$ cat src/rtl/usb_ls_tx_pkg.sv
package usb_ls_tx_pkg;

   typedef enum logic [2:0] {
      PH_IDLE,
      PH_LEAD,
      PH_DATA,
      PH_SE0A,
      PH_SE0B,
      PH_TAIL
   } tx_phase_t;

   // encoded as {dp, dm}
   typedef enum logic [1:0] {
      LN_SE0 = 2'b00,
      LN_J   = 2'b01,
      LN_K   = 2'b10
   } line_t;

   typedef enum logic [2:0] {
      OP_NONE,
      OP_J,
      OP_SE0,
      OP_BIT,
      OP_STUFF
   } line_op_t;

   localparam logic [7:0] SYNC_BYTE = 8'h80;
   localparam int         BYTE_W    = 8;

endpackage

$ cat src/rtl/usb_ls_tx_bittimer.sv
module usb_ls_tx_bittimer #(
   parameter int CLKS_PER_BIT = 12
) (
   input  logic clk,
   input  logic rst_n,
   input  logic run,
   output logic tick
);
   localparam int CW = (CLKS_PER_BIT > 2) ? $clog2(CLKS_PER_BIT) : 1;
   localparam logic [CW-1:0] LAST = CW'(CLKS_PER_BIT - 1);
   localparam bit IS_POW2 = ((CLKS_PER_BIT & (CLKS_PER_BIT - 1)) == 0);

   if (CLKS_PER_BIT < 2) begin : g_bad_period
      $error("CLKS_PER_BIT must be at least 2");
   end

   logic [CW-1:0] cnt;

   if (IS_POW2) begin : g_wrap
      // counter wraps by itself; terminal count is all ones
      assign tick = run && (&cnt);
      always_ff @(posedge clk or negedge rst_n) begin
         if (!rst_n)   cnt <= '0;
         else if (!run) cnt <= '0;
         else          cnt <= cnt + CW'(1);
      end
   end else begin : g_cmp
      assign tick = run && (cnt == LAST);
      always_ff @(posedge clk or negedge rst_n) begin
         if (!rst_n)            cnt <= '0;
         else if (!run || tick) cnt <= '0;
         else                   cnt <= cnt + CW'(1);
      end
   end

   p_tick_gap_r1: assert property (@(posedge clk) disable iff (!rst_n)
      tick |=> !tick);

   p_cnt_range_r1: assert property (@(posedge clk) disable iff (!rst_n)
      cnt <= LAST);

endmodule

$ cat src/rtl/usb_ls_tx_linecoder.sv
module usb_ls_tx_linecoder
   import usb_ls_tx_pkg::*;
#(
   parameter int STUFF_RUN = 6
) (
   input  logic     clk,
   input  logic     rst_n,
   input  line_op_t op,
   input  logic     bit_val,
   output line_t    line,
   output logic     stuff_due
);
   localparam int RW = $clog2(STUFF_RUN + 1);

   if (STUFF_RUN < 1) begin : g_bad_run
      $error("STUFF_RUN must be at least 1");
   end

   logic [RW-1:0] ones;

   function automatic line_t flip(input line_t l);
      return (l == LN_K) ? LN_J : LN_K;
   endfunction

   always_ff @(posedge clk or negedge rst_n) begin
      if (!rst_n) begin
         line <= LN_J;
         ones <= '0;
      end else begin
         unique case (op)
            OP_J: begin
               line <= LN_J;
               ones <= '0;
            end
            OP_SE0: begin
               line <= LN_SE0;
               ones <= '0;
            end
            OP_BIT: begin
               if (!bit_val) line <= flip(line);
               ones <= bit_val ? ones + RW'(1) : '0;
            end
            OP_STUFF: begin
               line <= flip(line);
               ones <= '0;
            end
            default: ;
         endcase
      end
   end

   assign stuff_due = (ones == RW'(STUFF_RUN));

   p_run_cap_r4: assert property (@(posedge clk) disable iff (!rst_n)
      ones <= RW'(STUFF_RUN));

   p_stuff_flip_r4: assert property (@(posedge clk) disable iff (!rst_n)
      (op == OP_STUFF) |=> (line != $past(line)) && (line != LN_SE0));

   p_one_holds_r3: assert property (@(posedge clk) disable iff (!rst_n)
      (op == OP_BIT && bit_val) |=> $stable(line));

endmodule

$ cat src/rtl/usb_ls_tx_sequencer.sv
module usb_ls_tx_sequencer
   import usb_ls_tx_pkg::*;
#(
   parameter int MAX_BYTES = 12,
   parameter int LEN_W     = 4
) (
   input  logic              clk,
   input  logic              rst_n,
   input  logic              tick,
   input  logic              start,
   input  logic              hs_mode,
   input  logic [7:0]        hs_pid,
   input  logic [LEN_W-1:0]  pay_len,
   input  logic [7:0]        byte_in,
   input  logic              stuff_due,
   output tx_phase_t         phase,
   output line_op_t          op,
   output logic              bit_val,
   output logic              byte_req,
   output logic              fin,
   output logic              commit
);
   localparam int MAXP = MAX_BYTES - 1;
   localparam logic [2:0] LAST_BIT = 3'(BYTE_W - 1);

   tx_phase_t         phase_n;
   logic [7:0]        sh, sh_n;
   logic [2:0]        bidx, bidx_n;
   logic [LEN_W-1:0]  left, left_n;
   logic              hs_r, hs_n;
   logic [7:0]        pid_r, pid_n;
   logic [7:0]        nb;

   function automatic logic [LEN_W-1:0] clamp_len(input logic [LEN_W-1:0] l);
      if (l == '0)                  return LEN_W'(1);
      else if (int'(l) > MAXP)      return LEN_W'(MAXP);
      else                          return l;
   endfunction

   always_comb begin
      phase_n  = phase;
      sh_n     = sh;
      bidx_n   = bidx;
      left_n   = left;
      hs_n     = hs_r;
      pid_n    = pid_r;
      op       = OP_NONE;
      bit_val  = 1'b0;
      byte_req = 1'b0;
      fin      = 1'b0;
      commit   = 1'b0;
      nb       = hs_r ? pid_r : byte_in;
      unique case (phase)
         PH_IDLE: if (start) begin
            phase_n = PH_LEAD;
            op      = OP_J;
            hs_n    = hs_mode;
            pid_n   = hs_pid;
            left_n  = hs_mode ? LEN_W'(1) : clamp_len(pay_len);
            sh_n    = SYNC_BYTE;
            bidx_n  = '0;
         end
         PH_LEAD: if (tick) begin
            phase_n = PH_DATA;
            op      = OP_BIT;
            bit_val = sh[0];
         end
         PH_DATA: if (tick) begin
            if (stuff_due) begin
               op = OP_STUFF;
            end else if (bidx != LAST_BIT) begin
               bidx_n  = bidx + 3'd1;
               sh_n    = sh >> 1;
               op      = OP_BIT;
               bit_val = sh[1];
            end else if (left != '0) begin
               byte_req = !hs_r;
               sh_n     = nb;
               bidx_n   = '0;
               left_n   = left - LEN_W'(1);
               op       = OP_BIT;
               bit_val  = nb[0];
            end else begin
               op      = OP_SE0;
               phase_n = PH_SE0A;
            end
         end
         PH_SE0A: if (tick) phase_n = PH_SE0B;
         PH_SE0B: if (tick) begin
            phase_n = PH_TAIL;
            op      = OP_J;
         end
         PH_TAIL: if (tick) begin
            phase_n = PH_IDLE;
            fin     = 1'b1;
            commit  = !hs_r;
         end
         default: phase_n = PH_IDLE;
      endcase
   end

   always_ff @(posedge clk or negedge rst_n) begin
      if (!rst_n) begin
         phase <= PH_IDLE;
         sh    <= '0;
         bidx  <= '0;
         left  <= '0;
         hs_r  <= 1'b0;
         pid_r <= '0;
      end else begin
         phase <= phase_n;
         sh    <= sh_n;
         bidx  <= bidx_n;
         left  <= left_n;
         hs_r  <= hs_n;
         pid_r <= pid_n;
      end
   end

   p_req_slot_r5: assert property (@(posedge clk) disable iff (!rst_n)
      byte_req |-> (phase == PH_DATA) && tick);

   p_start_ignored_r9: assert property (@(posedge clk) disable iff (!rst_n)
      (phase != PH_IDLE && start && !tick) |=> $stable(phase));

   p_left_bound_r5: assert property (@(posedge clk) disable iff (!rst_n)
      int'(left) <= MAXP);

endmodule

$ cat src/rtl/usb_ls_tx_addrreg.sv
module usb_ls_tx_addrreg #(
   parameter int ADDR_W = 7
) (
   input  logic              clk,
   input  logic              rst_n,
   input  logic              stage_we,
   input  logic [ADDR_W-1:0] stage_val,
   input  logic              commit,
   output logic [ADDR_W-1:0] dev_addr
);
   logic [ADDR_W-1:0] staged;

   always_ff @(posedge clk or negedge rst_n) begin
      if (!rst_n) begin
         staged   <= '0;
         dev_addr <= '0;
      end else begin
         if (stage_we) staged   <= stage_val;
         if (commit)   dev_addr <= staged;
      end
   end

   p_commit_takes_r8: assert property (@(posedge clk) disable iff (!rst_n)
      (commit && !stage_we) |=> dev_addr == $past(staged));

endmodule

$ cat src/rtl/usb_ls_tx.sv
module usb_ls_tx
   import usb_ls_tx_pkg::*;
#(
   parameter int CLKS_PER_BIT = 12,
   parameter int MAX_BYTES    = 12,
   parameter int ADDR_W       = 7,
   parameter int STUFF_RUN    = 6,
   localparam int LEN_W       = $clog2(MAX_BYTES)
) (
   input  logic              clk,
   input  logic              rst_n,
   input  logic              start,
   input  logic              hs_mode,
   input  logic [7:0]        hs_pid,
   input  logic [LEN_W-1:0]  pay_len,
   output logic              byte_req,
   input  logic [7:0]        byte_in,
   input  logic              addr_stage_we,
   input  logic [ADDR_W-1:0] addr_stage,
   output logic [ADDR_W-1:0] dev_addr,
   output logic              busy,
   output logic              done,
   output logic              dp_out,
   output logic              dm_out,
   output logic              oe
);
   if (MAX_BYTES < 2 || MAX_BYTES > 16) begin : g_bad_bytes
      $error("MAX_BYTES must lie in 2..16");
   end
   if (ADDR_W < 1) begin : g_bad_addr
      $error("ADDR_W must be positive");
   end

   tx_phase_t phase;
   line_op_t  op;
   line_t     line;
   logic      tick, bit_val, stuff_due, fin, commit, run;

   assign run = (phase != PH_IDLE);

   usb_ls_tx_bittimer #(.CLKS_PER_BIT(CLKS_PER_BIT)) u_timer (
      .clk   (clk),
      .rst_n (rst_n),
      .run   (run),
      .tick  (tick)
   );

   usb_ls_tx_sequencer #(.MAX_BYTES(MAX_BYTES), .LEN_W(LEN_W)) u_seq (
      .clk       (clk),
      .rst_n     (rst_n),
      .tick      (tick),
      .start     (start),
      .hs_mode   (hs_mode),
      .hs_pid    (hs_pid),
      .pay_len   (pay_len),
      .byte_in   (byte_in),
      .stuff_due (stuff_due),
      .phase     (phase),
      .op        (op),
      .bit_val   (bit_val),
      .byte_req  (byte_req),
      .fin       (fin),
      .commit    (commit)
   );

   usb_ls_tx_linecoder #(.STUFF_RUN(STUFF_RUN)) u_line (
      .clk       (clk),
      .rst_n     (rst_n),
      .op        (op),
      .bit_val   (bit_val),
      .line      (line),
      .stuff_due (stuff_due)
   );

   usb_ls_tx_addrreg #(.ADDR_W(ADDR_W)) u_addr (
      .clk       (clk),
      .rst_n     (rst_n),
      .stage_we  (addr_stage_we),
      .stage_val (addr_stage),
      .commit    (commit),
      .dev_addr  (dev_addr)
   );

   always_ff @(posedge clk or negedge rst_n) begin
      if (!rst_n) done <= 1'b0;
      else        done <= fin;
   end

   assign oe   = run;
   assign busy = run;
   assign {dp_out, dm_out} = run ? line : 2'b00;

   p_bit_hold_r1: assert property (@(posedge clk) disable iff (!rst_n)
      (busy && !tick) |=> $stable({dp_out, dm_out}));

   p_lead_j_r2: assert property (@(posedge clk) disable iff (!rst_n)
      $rose(oe) |-> (!dp_out && dm_out));

   p_done_release_r7: assert property (@(posedge clk) disable iff (!rst_n)
      done |-> !oe && !dp_out && !dm_out);

   p_se0_in_eop_r7: assert property (@(posedge clk) disable iff (!rst_n)
      (oe && !dp_out && !dm_out) |-> (phase == PH_SE0A || phase == PH_SE0B));

   p_addr_on_done_r8: assert property (@(posedge clk) disable iff (!rst_n)
      !$stable(dev_addr) |-> done);

endmodule

$ cat config.mk
export PLATFORM = sky130hd
export DESIGN_NAME = usb_ls_tx
export DESIGN_NICKNAME = d
export VERILOG_FILES = /design/src/rtl/usb_ls_tx_pkg.sv /design/src/rtl/usb_ls_tx_bittimer.sv /design/src/rtl/usb_ls_tx_linecoder.sv /design/src/rtl/usb_ls_tx_sequencer.sv /design/src/rtl/usb_ls_tx_addrreg.sv /design/src/rtl/usb_ls_tx.sv
export SDC_FILE = /design/constraint.sdc
export NUM_CORES = 1
export LEC_CHECK = 0
export ABC_AREA = 1
export BUFFER_PORTS_ARGS = -buffer_cell sky130_fd_sc_hd__buf_2
export CAP_MARGIN = 15
export CELL_PAD_IN_SITES_DETAIL_PLACEMENT = 1
export CELL_PAD_IN_SITES_GLOBAL_PLACEMENT = 1
export CORE_ASPECT_RATIO = 1.5
export CORE_MARGIN = 3
export CORE_UTILIZATION = 30
export DETAILED_ROUTE_END_ITERATION = 7
export PLACE_DENSITY_LB_ADDON = 0.1
export SLEW_MARGIN = 20
export SYNTH_ARGS = -nofsm -noshare
export SYNTH_HDL_FRONTEND = slang
export SYNTH_SLANG_ARGS = --single-unit
$ cat constraint.sdc
create_clock -name clk -period 2.14 [get_ports clk]
set_input_delay 0.321 -clock clk [delete_from_list [all_inputs] [get_ports clk]]
set_output_delay 0.321 -clock clk [all_outputs]
set_load 0.005 [all_outputs]
## Yosys cells after proc, flatten, opt, wreduce, memory -nomap -nowiden

Index checks and enable logic that the tools add are counted.

- $add $sub $neg: 4
- Shifts and indexed selects: 0
- Reductions and logical operators: 17
- Equality and inequality tests: 25
- Magnitude comparators: 1
- Mux-type cells: 62
- Bitwise operators: 0
- $mul: 0
- Divide/modulo/power cells: 0

Operators with widths:

| kind | number |
|---|---|
| 3-bit two-way mux | 18 |
| 8-bit two-way mux | 6 |
| 4-bit two-way mux | 9 |
| 2-bit != test (second input constant) | 10 |
| 3-bit one-hot mux with 6 select lines | 1 |
| 1-bit two-way mux | 17 |
| 8-bit one-hot mux with 2 select lines | 1 |
| 3-bit by 2-bit == test with 1-bit output (second input constant) | 4 |
| 3-bit == test (second input constant) | 4 |
| 3-bit one-hot mux with 2 select lines | 2 |
| 3-bit one-hot mux with 4 select lines | 1 |
| 9-bit AND reduction | 1 |
| 2-bit two-way mux | 4 |
| 2-bit one-hot mux with 4 select lines | 1 |
| 4-bit one-hot mux with 2 select lines | 1 |
| 4-bit nonzero test | 2 |
| 3-bit by 1-bit adder with 3-bit output (second input constant) | 2 |
| 3-bit by 1-bit == test with 1-bit output (second input constant) | 2 |
| 6-bit AND reduction | 1 |
| 5-bit AND reduction | 1 |
| 4-bit by 1-bit adder with 4-bit output (second input constant) | 1 |
| 4-bit == test (second input constant) | 1 |
| 4-bit greater-than comparator (second input constant) | 1 |
| 4-bit logical NOT | 1 |
| 14 further kinds | 17 |

- Register bits: 51
- Input bits: 32
- Bits in latches: 0
- RAM bits: 0
- Memories: 0
- Logic and storage cells: 121
- Memory bits (read-only): 0
- Output and inout port bits: 13

## Longest topological paths before layout

Gate-level depths: netlist (run 1).

- Depth in word-level cells: 9
- Mapped depth: 11
- Gate-level depth less buffers: 11

## Cells and area by module

A second synthesis (run 1) with hierarchy kept.

- Cells, all modules: 366
- Area, all modules: 2,832.7 sq um

By module, submodules not included:

| module | area an instance (sq um) | cells an instance | times used |
|---|---|---|---|
| usb_ls_tx_sequencer | 1,722.9 | 236 | 1 |
| usb_ls_tx_addrreg | 538.0 | 60 | 1 |
| usb_ls_tx_linecoder | 302.8 | 38 | 1 |
| usb_ls_tx_bittimer | 205.2 | 23 | 1 |
| usb_ls_tx | 63.8 | 9 | 1 |

## Least setup slack after synthesis (run 1)

Ideal clock, no wire load.

- Path kind: flip-flop to flip-flop
- Start: register u_seq.bidx[0]
- End: register u_line.line[1]
- Cell stages (with the launch flop): 10
- Buffers on the path: 1
- Data required time: 2,019 ps
- Slack: 504 ps
- Arrival time: 1,516 ps
- Period minus slack after synthesis: 1,636 ps
- Cells stage by stage: dfrtp_1 -> ha_1 -> ha_1 -> clkbuf_1 -> o211ai_4 -> o21ai_2 -> nand2_1 -> nand2_2 -> nand2_1 -> o21ai_1

- Word-level cells in the longest chain between the ends: 8
- Elaborated cells between the ends (all ways): 17
- Classes of those cells: 6 x eq/ne; 9 x mux; 2 x reduce/logical

Ends and longest elaborated chain:

| item | RTL line | RTL |
|---|---|---|
| start, declared | usb_ls_tx_sequencer.sv:28 | `logic [2:0] bidx, bidx_n;` |
| start signal, assigned | usb_ls_tx_sequencer.sv:113 | `bidx <= bidx_n;` |
| 3-bit != test (*) | usb_ls_tx_sequencer.sv:71 | `end else if (bidx != LAST_BIT) begin` |
| 3-bit two-way mux | usb_ls_tx_sequencer.sv:71 |  |
| 3-bit two-way mux | usb_ls_tx_sequencer.sv:69 | `if (stuff_due) begin` |
| 3-bit two-way mux | usb_ls_tx_sequencer.sv:68 | `PH_DATA: if (tick) begin` |
| 3-bit one-hot mux with 4 select lines | usb_ls_tx_sequencer.sv:53 | `unique case (phase)` |
| 3-bit by 2-bit == test with 1-bit output (tied with other cells) | usb_ls_tx_linecoder.sv:30 | `unique case (op)` |
| 2-bit != test (no source line) or 4-bit nonzero test (tied branches) | - |  |
| 2-bit AND reduction (no source line) | - |  |
| end signal, assigned | usb_ls_tx_linecoder.sv:40 | `if (!bit_val) line <= flip(line);` |
| end signal, assigned | usb_ls_tx_linecoder.sv:44 | `line <= flip(line);` |
| end, declared | usb_ls_tx_linecoder.sv:10 | `output line_t line,` |

Every way passes the cells marked *; elsewhere a longest branch is shown, timed or not.
A chain may end at the register's enable or synchronous reset.

## Worst setup path in the final report (run 1)

- Start: register u_seq.phase[0]
- End: output byte_req

- Word-level cells in the longest chain between the ends: 4
- Elaborated cells between the ends (all ways): 5
- Classes of those cells: 1 x eq/ne; 2 x mux; 2 x reduce/logical

Ends and longest elaborated chain:

| item | RTL line | RTL |
|---|---|---|
| start, declared | usb_ls_tx_sequencer.sv:16 | `output tx_phase_t phase,` |
| start signal, assigned | usb_ls_tx_sequencer.sv:111 | `phase <= phase_n;` |
| 3-bit nonzero test | usb_ls_tx.sv:39 | `assign run = (phase != PH_IDLE);` |
| 1-bit logical AND | usb_ls_tx_bittimer.sv:28 | `assign tick = run && (cnt == LAST);` |
| 1-bit two-way mux | usb_ls_tx_sequencer.sv:68 |  |
| 1-bit two-way mux (*) | usb_ls_tx_sequencer.sv:53 |  |
| end, declared | usb_ls_tx.sv:16 | `output logic byte_req,` |

Marked as above.

==> results.yml, run 1 <==
clocking:
  cts_tree: "yes"
  clock_path_buffers: 2
  cts_setup_buffers: 0
  root_buffer: "clkbuf_16"
  clk_pin_slew_worst_paths_ns: 0.07
  hold_buffers: 0
  htree_levels: 2
  numCtsBuffers: 5
  clock_sinks: 51
  post_cts_resized: 0
  insertion_delay_ns: 0.29
floorplan:
  die_w_um: 81.8
  die-area_um2: 9790
  die-height_um: 120
  design.core.area_um2: 8210
  start_util: 0.315
  rows: 40
  ios: 45
finish:
  multi_input_area_um2: 1120
  seq_area_um2: 1280
  fin_area_um2: 3110
  diodes: 0
  nets: 396
  final_layout_size_suffix_gt1_frac: 0.223
  nFillCells: 1029
  area.growth.synth_to_final_pct: 20.2
yosys:
  yosysTopAreaCellShare: 0.484
  dominantRegCellSynth: "dfrtp_1"
  async_reset_ff_frac: 1.00
  synth-edff-count: 0
  ys_seq_area_frac: 0.494
  synthTopCellsByCount: "84 x nand2_1, 50 x dfrtp_1, 36 x o21ai_0"
  synth_cells: 312
  avgSynthCellArea_um2: 8.29
  yosysWarnings: 0
  postSynthNetCount: 350
  synth_area_um2: 2590
  synth.ff_latch_count: 51
  synth.area.top_cells: "dfrtp_1 48%, nand2_1 12%, o21ai_0 7.0%"
  ys_types: 35
  post-synth-top-count-cell: "nand2_1"
  yosysTopAreaCell: "dfrtp_1"
critical_path:
  endpoint_kind: "primary output"
  crit_fanout: 14
  cp.required_ns: 1.82
  crit_type: "flip-flop to primary output"
  cp_slowest_cell: "dfrtp_1"
  cp.arrival_ns: 1.69
  startpoint_type: "flip-flop"
  crit_chain: "nor2_2, nand2_4, nor2_4, nand4_1, nor2_1, buf_2"
  slowest_delay_ns: 0.47
sta:
  fin_crit_ns: 2.01
  fin_crit_sh: 0.940
  holdWs_ns: 0.0241
  rsz0062_at_grt: "no"
  clock_skew_ns: 0.00338
  slew_headroom: 0.704
  tns_ns: 0
  worst_pin_slew_ns: 0.443
  fmax_ghz: 0.497
  slew_viol_final: 0
  hold_viol_final: 0
  setup_violations: 0
place:
  gp_congestion: 0.775
  hpwl_um: 4970
  postPlaceCellArea_um2: 2910
  port_buffers: 44
run_status:
  run_status: "completed"
route:
  ant_nets: 0
  wl_per_cell_um: 14.0
  drcViolationCount: 0
  drt_iter0_markers: 29
  via_per_inst: 4.75
  dr.pass1.iters: 3
  dr_total_vias: 2203
  wl_um: 6500
run:
  maxCapViolCount: 0
min_path:
  hold_path.class: "input port to asynchronous set/reset pin"
global_routing:
  grt_max_degree: 28
  overflow: 0
  grt_pass1_vias: 2321
  grt_util_all_layers: 0.147
  antenna_found_initial: 0
  grt_pass1_wl_um: 11000
pwr:
  p_leak_nw: 1.54
  ir_drop_uv: 517
  p_per_area_nw_per_um2: 1170
## cell usage in the layout (no fill, tap or decap), drive strengths merged, types with 2 or more instances in the layout
| cell type | synthesis | routed |
|---|---|---|
| nor2 | 30 | 30 |
| ha | 6 | 6 |
| o21a | 2 | 2 |
| a21oi | 11 | 11 |
| o22ai | 4 | 4 |
| xnor2 | 3 | 3 |
| o21ai | 43 | 43 |
| inv | 36 | 36 |
| nor3 | 8 | 8 |
| bufinv | 0 | 2 |
| clkbuf | 2 | 5 |
| buf | 6 | 47 |
| dfrtp | 50 | 50 |
| nand3 | 13 | 13 |
| nand2 | 89 | 89 |
## per-layer routing
layer  vias to the layer above  share of wire  global-route usage
li1                       1096              -                   -
met1                      1063           0.41               0.161
met2                        36           0.54               0.268
met3                         8          0.036              0.0308
met4                         0          0.018              0.0561
met5                         -              0                   0
## final cells by class
type	count	share of cell area
clock inverters	3	0.0217
well taps	105	0.0423
clock buffers	5	0.0402
multi-input cells	217	0.362
flip-flops and latches	51	0.411
inverters	36	0.0451
repair buffers	47	0.0781
## critical path, delay by kind of cell (launching register included)
family,cells,cell delay (ns)
buf+inv,1,0.14
flops,1,0.47
simple gates,5,0.79
## metrics by stage
step / worst slack (ns) / std cells / power, mW / utilization
2_1_floorplan: 0.504 / 312 / 2.31 / -
3_5_place_dp: 0.214 / 456 / 2.66 / 0.355
3_3_place_gp: 0.308 / 456 / 2.62 / 0.355
5_1_grt: 0.00614 / 464 / 3.95 / 0.379
6_report: 0.127 / 464 / 3.64 / 0.379
4_1_cts: 0.0265 / 464 / 3.73 / 0.379
## state kept, by name, summed over array words and instances, names as in the netlist
name,flops
done,1
u_addr.dev_addr,7
u_addr.staged,7
u_line.line,2
u_line.ones,3
u_seq.bidx,3
u_seq.hs_r,1
u_seq.left,4
u_seq.phase,3
u_seq.pid_r,8
u_seq.sh,8
u_timer.cnt,4
## kinds of logic after synthesis
group,after synthesis,share of synthesized area
DFF,51,0.494
and+or+nand+nor,143,0.250
buffers and inverters,44,0.0721
AOI/OAI and AO/OA,64,0.141
xor gates and xnor gates,4,0.0135
adders and majority gates,6,0.0290
## power breakdown
| group | switching (mW) | internal (mW) |
|---|---|---|
| sequential | 0.196 | 1.21 |
| combinational | 0.788 | 0.414 |
| clock | 0.365 | 0.670 |
| total | 1.35 | 2.30 |
## final timing paths
kind                       cells past startpoint           start  slack [ns]        endpoint
max                                            6  u_seq.phase[0]        0.13        byte_req
min                                            2           rst_n        0.02  u_timer.cnt[1]
max reg2reg                                    8   u_seq.bidx[0]        0.36   u_seq.bidx[0]
min reg2reg                                    2  u_seq.pid_r[7]        0.47  u_seq.pid_r[7]
max in group asynchronous                      2           rst_n        1.79  u_line.line[0]
min in group clk                               3       hs_pid[1]        0.23  u_seq.pid_r[1]
Note: power is estimated with default switching activity, not from simulation.
==> run 2: changes to the inputs <==
- CORE_ASPECT_RATIO: 1.5 -> default
- clock period: 2.14 -> 1.6 ns (I/O delays scaled with it)
==> run 2 against run 1 <==
The flow now finishes with violations (negative setup slack). Cell count grew 11%. Hold slack gained 0.092 ns. Total power grew 46%. Combinational power grew 120%. Non-clock buffer count grew 50. Clock skew grew 0.012 ns. Critical endpoint unchanged.
==> results.yml, run 2 (synthesis gave the netlist of run 1 again) <==
global_routing:
  grt_pass1_vias: 2531
  grt_pass1_wl_um: 11900
  grt_util_all_layers: 0.151
  antenna_found_initial: 0
  overflow: 0
  grt_max_degree: 28
critical_path:
  cp.arrival_ns: 1.48
  cp.required_ns: 1.36
  rr_startpoint: "u_timer.cnt[0]"
  crit_type: "flip-flop to primary output"
  crit_path_start: "u_line.ones[0]"
  crit_fanout: 2
  endpoint_kind: "primary output"
  startpoint_type: "flip-flop"
finish:
  nets: 447
  final_common_cell: "nand2_1"
  area.growth.synth_to_final_pct: 40.3
  diodes: 0
  layout_common_cells: "78 x nand2_1, 50 x dfrtp_1, 48 x buf_4"
  final_layout_size_suffix_gt1_frac: 0.383
  largest_registers: "u_seq.pid_r: 8 flops, u_seq.sh: 8 flops"
  instances_no_fill: 515
  utilization: 0.437
place:
  placedCellCount: 485
  hpwl_um: 5040
  gp_congestion: 0.757
  dpl_worst_slack_ns: -0.116
  port_buffers: 44
sta:
  fmax_ghz: 0.582
  worst_pin_slew_ns: 0.383
  tns_ns: -0.235
  setup_violations: 4
  hold_viol_final: 0
  setup_ws_ns: -0.118
  fin_crit_sh: 1.07
  slew_viol_final: 0
  slew_headroom: 0.744
  holdWs_ns: 0.116
  rsz0062_at_grt: "yes"
  clock_skew_ns: 0.0152
  fin_crit_ns: 1.72
pwr:
  p_leak_nw: 1.77
  p_per_area_nw_per_um2: 1470
  ir_drop_uv: 551
clocking:
  clk_pin_slew_worst_paths_ns: 0.11
  cts_tree: "yes"
  clock_sinks: 51
  clock_path_buffers: 2
  htree_levels: 2
  root_buffer: "clkbuf_8"
  numCtsBuffers: 5
  insertion_delay_ns: 0.32
route:
  wl_per_cell_um: 13.8
  drt_iter0_markers: 77
  dr_total_vias: 2352
  via_per_inst: 4.57
  dr.pass1.iters: 4
  ant_nets: 0
  drcViolationCount: 0
  wl_um: 7100
run_status:
  run_status: "finished with violations"
  violations: "negative setup slack"
floorplan:
  ios: 45
  rows: 33
  die_w_um: 98.9
  die-area_um2: 9770
  die-height_um: 98.9
  design.core.area_um2: 8300
  start_util: 0.312
run:
  maxCapViolCount: 0
min_path:
  hold_path.class: "input port to flip-flop"
  min-delay-start: "hs_pid[7]"
[run 2: cell types whose count changed in the layout (fill, tap and decap cells not counted), sizes merged]
cell         before  now
bufinv            2    0
buf              47   96
dlygate4sd3       0    1
clkinvlp          1    0
nand2            89   90
clkinv            0    2
inv              36   37
[run 2: cell type report]
type / instances / area, µm²
clock buffer: 5 / 68.8
clock inverter: 3 / 22.5
fill: 1005 / 4670
inverter: 36 / 148
multi-input combinational: 218 / 1330
sequential: 51 / 1280
tap: 105 / 131
timing repair buffer: 97 / 653
[run 2: per-layer routing]
metal / global-route usage / part of all wire / vias up
met5: 0 / 0 / -
met4: 0.0441 / 0.012 / 0
met3: 0.0269 / 0.031 / 7
met2: 0.260 / 0.50 / 37
met1: 0.193 / 0.46 / 1110
li1: - / - / 1198
[run 2: worst paths after layout]
kind                                    end  slack (ns)  cells past startpoint
max                                byte_req       -0.12                      7
min reg2reg                  u_seq.pid_r[7]        0.48                      2
max in group asynchronous    u_line.ones[2]        0.74                      3
min                          u_seq.pid_r[7]        0.12                      3
max reg2reg                  u_line.line[0]       -0.05                     12
min in group asynchronous  u_addr.staged[2]        0.36                      2
[run 2: critical path: stages (launching register included)]
cell	delay, ns
dfrtp_1	0.37
inv_2	0.05
ha_2	0.18
nand2_2	0.06
buf_4	0.11
nand4_1	0.14
nor2_2	0.14
buf_2	0.13
[run 2: power by group]
part | leakage [nW] | internal (mW) | switching, mW
combinational | 1.06 | 1.20 | 1.48
sequential | 0.660 | 1.62 | 0.238
clock | 0.0485 | 0.315 | 0.476
total | 1.77 | 3.14 | 2.20
[run 2: timing repair]
action                     4_1_cts  5_1_grt
setup endpoints to repair       19       35
hold buffers                     1        0
pin swaps                        7       10
setup buffers                   11       11
gates resized for setup         19       36
hold endpoints to repair        12        0
gates cloned                     1        0
[run 2: through the flow]
| step | power [mW] | instance area, µm² |
|---|---|---|
| floorplan | 3.09 | 2590 |
| global placement | 3.81 | 3140 |
| detailed placement | 3.86 | 3140 |
| CTS | 4.94 | 3410 |
| global route | 5.80 | 3630 |
| finish | 5.33 | 3630 |
